[config.mk]
export PLATFORM = sky130hd
export DESIGN_NAME = irq_gather
export DESIGN_NICKNAME = d
export VERILOG_FILES = /design/src/rtl/irq_gather.sv
export SDC_FILE = /design/constraint.sdc
export NUM_CORES = 1
export LEC_CHECK = 0
export BUFFER_PORTS_ARGS = -buffer_cell sky130_fd_sc_hd__buf_4
export CORE_MARGIN = 5
export CORE_UTILIZATION = 48
export CTS_CLUSTER_SIZE = 25
export DETAILED_ROUTE_END_ITERATION = 16
export PLACE_DENSITY = 0.81
export SYNTH_ARGS = -nofsm -noshare
export SYNTH_HDL_FRONTEND = slang
export SYNTH_SLANG_ARGS = --single-unit
[constraint.sdc]
create_clock -name clk -period 1.2 [get_ports clk]
set_clock_uncertainty 0.15 [all_clocks]
set_input_delay 0.06 -clock clk [delete_from_list [all_inputs] [get_ports clk]]
set_output_delay 0.06 -clock clk [all_outputs]
set_load 0.01 [all_outputs]
[src/rtl/irq_gather.sv]
module irq_gather #(
  parameter int PORT_W      = 8,
  parameter int SYNC_STAGES = 2,
  parameter int CHG_LSB     = 4,
  parameter int EXT_BIT     = 0
) (
  input  logic              clk,
  input  logic              rst_n,
  input  logic              wr_en,
  input  logic              addr,
  input  logic [7:0]        wdata,
  output logic [7:0]        rdata,
  input  logic              port_rd,
  output logic [PORT_W-1:0] port_val,
  input  logic [PORT_W-1:0] pin_in,
  input  logic              tmr_ovf,
  output logic              irq
);

  localparam int CHG_W = PORT_W - CHG_LSB;

  logic [PORT_W-1:0] sync_q [SYNC_STAGES];
  logic              ext_prev;
  logic [CHG_W-1:0]  chg_ref;
  logic              edge_sel;
  logic [2:0]        flags;
  logic [2:0]        ens;
  logic              gie;
  logic [7:0]        stat;

  always_ff @(posedge clk or negedge rst_n) begin
    if (!rst_n) begin
      for (int i = 0; i < SYNC_STAGES; i++) sync_q[i] <= '0;
    end else begin
      sync_q[0] <= pin_in;
      for (int i = 1; i < SYNC_STAGES; i++) sync_q[i] <= sync_q[i-1];
    end
  end

  assign port_val = sync_q[SYNC_STAGES-1];

  wire ext_now = port_val[EXT_BIT];
  wire ext_hit = edge_sel ? (ext_now & ~ext_prev) : (~ext_now & ext_prev);
  wire chg_hit = port_val[PORT_W-1:CHG_LSB] != chg_ref;
  wire [2:0] hw_set = {tmr_ovf, ext_hit, chg_hit};
  wire wr_stat = wr_en & ~addr;
  wire wr_sel  = wr_en & addr;

  always_ff @(posedge clk or negedge rst_n) begin
    if (!rst_n) begin
      ext_prev <= 1'b0;
      chg_ref  <= '0;
      edge_sel <= 1'b0;
      flags    <= '0;
      ens      <= '0;
      gie      <= 1'b0;
    end else begin
      ext_prev <= ext_now;
      if (port_rd) chg_ref <= port_val[PORT_W-1:CHG_LSB];
      if (wr_sel) edge_sel <= wdata[0];
      if (wr_stat) begin
        flags <= wdata[2:0] | hw_set;
        ens   <= wdata[5:3];
        gie   <= wdata[7];
      end else begin
        flags <= flags | hw_set;
      end
    end
  end

  assign stat  = {gie, 1'b0, ens, flags};
  assign rdata = addr ? {7'b0, edge_sel} : stat;
  assign irq   = gie & |(flags & ens);

endmodule


==> results.toml <==
[detailed_routing]
drc = 0
vias_per_cell = 4.543
vias = 745
totalWireLength_um = 2263
ant_nets = 0
wl_per_cell_um = 13.80
drt_iter0_markers = 23
first_pass_iters = 4

[timing]
rsz0062_at_grt = "true"
setup_viol = 9
fin_crit_ns = 1.574
fin_setup_tns_ns = -1.085
maxClockFrequency_mhz = 635.1
fin_crit_sh_pct = 131.2
hold_viol_final = 0
worst_slack_ns = -0.3744
slew_viol_final = 0

[global_route]
grt_pass1_wl_um = 3705
antenna_found_initial = 0
grt_start_max_net_pins = 30
grtUsageTotal_pct = 15.19
grt_overflow = 0
grt_pass1_vias = 803

[cells_and_area]
final_area_sq_um = 1748
syn_to_final_growth_pct = 56.26
fin_nets = 157
antenna_cells = 0
layout-drive-gt1-share_pct = 51.47
postLayoutCoreUtil_pct = 79.02
final_cells = 164

[flow_run]
drv_cap = 0

[synthesis]
synth_fp_nets = 96
yosys_warnings = 0
synthesis.instances = 74
netlist_area_sq_um = 1119
ys_seq_elements = 29
yosysUniqueCellTypes = 17
avgSynthCellArea_sq_um = 15.12
seq_area_frac_synth_pct = 64.88

[critical_path]
critPathArrivalTime_ns = 1.36
end_kind = "output port"
worstPathMaxFanout = 3
worst_ep_required_time_ns = 0.99
path_buf_inv = 1
critical_path.top_delay_family = "flip-flops"
ff2ff_setup_slack_ns = 0
max_stage_delay_ns = 0.41
r2r_end = "flags[0]"
slowest_stage = "dfrtp_1"
path_class = "flop to output port"
crit_chain = "a222oi_1 -> nor2b_1 -> buf_4"
r2r_start = "chg_ref[2]"
cp-start-kind = "flop"
reg2regPathDepth = 3

[floorplan]
top_level_ports = 39
die_y_um = 58.28
core_sq_um = 2212
dieArea_sq_um = 3396
die_x_um = 58.28
num_rows = 17
start_util_pct = 50.57

[placement]
place_inst = 129
placed_cell_area_sq_um = 1353
portBuffers = 36
routabilityCongestion = 0.7895

[status]
violations = "setup timing"
status = "finished with violations"

[pwr]
irDropWorstVdd_mv = 1.209
power-per-cell-area_nw_per_um2 = 1332
p_leak_uw = 0.0008369

[clock_network]
cts-root-buf = "clkbuf_4"
cts_max_path_buffers = 2
clock_latency_ns = 0.31
numCtsBuffers = 5
cts.htree.levels = 2
clk_pin_slew_ns = 0.09
numClockSinks = 29
cts_tree = "yes"

[worst_hold_path]
hold_class = "primary input to async pin"
## cells in the mapped netlist
| master | count | area share, % |
|---|---|---|
| nor2b_2 | 2 | 1.6 |
| nor2_1 | 1 | 0.34 |
| a211o_1 | 1 | 0.78 |
| mux2i_1 | 2 | 1.8 |
| and2b_2 | 6 | 4.7 |
| dfrtp_1 | 29 | 65 |
| nor2b_1 | 1 | 0.56 |
| xor2_1 | 4 | 3.1 |
| nor4_1 | 1 | 0.56 |
| mux2_4 | 4 | 5.4 |
| mux2_2 | 6 | 6.0 |
| nand2_1 | 4 | 1.3 |
| a222oi_1 | 1 | 0.89 |
| o211ai_1 | 1 | 0.67 |
| buf_4 | 9 | 6.0 |
| buf_6 | 1 | 1.0 |
| conb_1 | 1 | 0.34 |
## cell type report
| cell class | instances | area, sq um |
|---|---|---|
| clock buffers | 7 | 55.05 |
| clock inverters | 1 | 30.03 |
| fillers | 137 | 464.2 |
| multi-input cells | 35 | 324.1 |
| flip-flops and latches | 29 | 725.7 |
| well taps | 28 | 35.03 |
| repair buffers | 64 | 578.1 |
## stage by stage
stage | hold slack (ns) | power [uW] | setup WS, ns
2_1_floorplan | -0.3856 | 1275 | 0.09348
3_3_place_gp | -0.1620 | 1407 | 0.05407
3_5_place_dp | -0.1518 | 1417 | -0.009617
4_1_cts | 0.02434 | 2333 | -0.3795
5_1_grt | 0.06977 | 2453 | -0.4359
6_report | 0.05898 | 2329 | -0.3744
## worst max path at each step
stage	from	to	depth (start not counted)
6_report	ens[0]	irq	3
3_5_place_dp	flags[1]	irq	3
4_1_cts	flags[1]	irq	3
3_3_place_gp	flags[1]	irq	3
2_1_floorplan	chg_ref[2]	flags[0]	3
5_1_grt	flags[1]	irq	3
## power by group
| part | internal, uW | switching, uW |
|---|---|---|
| logic | 279 | 153 |
| clock network | 497 | 304 |
| registers | 1050 | 44.0 |
## registers in the layout (all words and copies together) (netlist names)
signal    count
port_val      8
edge_sel      1
sync_q        8
ens           3
chg_ref       4
ext_prev      1
gie           1
flags         3
## cells in the final DEF (no fill, tap or decap)
master          synthesis  routed
a222oi_1                1       1
buf_6                   1      12
o211ai_1                1       1
a211o_1                 1       1
bufinv_16               0       1
conb_1                  1       1
and2b_2                 6       6
nor2_1                  1       1
nor2b_2                 2       2
nand2_1                 4       4
clkbuf_1                0       1
dfrtp_1                29      29
nor4_2                  0       1
mux2_4                  4       5
dlymetal6s4s_1          0       1
mux2_2                  6       5
clkbuf_8                0       1
buf_4                   9      32
clkbuf_4                0       5
dlygate4sd3_1           0      19
nor2b_1                 1       1
xor2_1                  4       4
mux2i_1                 2       2
## cell families (layout without fill, tap and decap cells)
logic type	Yosys count	after routing	synth area share, %
flip-flops	29	29	64.88
AND/OR/NAND/NOR	15	15	9.061
multiplexers	12	12	13.20
buffers and inverters	10	72	7.046
XOR/XNOR	4	4	3.132
AO/OA/AOI/OAI	3	3	2.349
other	1	1	0.3352
## routing by layer
metal | track usage, % | vias up | share of wire (%) | wire (um)
met1 | 16.62 | 349 | 38 | 867
met4 | 4.967 | 0 | 0.84 | 19
met5 | 0 | - | 0 | 0
met2 | 25.68 | 32 | 54 | 1212
met3 | 7.350 | 4 | 7.2 | 163
li1 | - | 360 | - | -
## what timing repair did
item	4_1_cts	5_1_grt
setup endpoints to repair	9	17
hold buffers	20	0
buffers inserted	5	2
resized for setup	10	5
pin swaps	2	0
endpoints found under the hold margin	49	0
No activity file was read; power rests on OpenSTA's default activity.
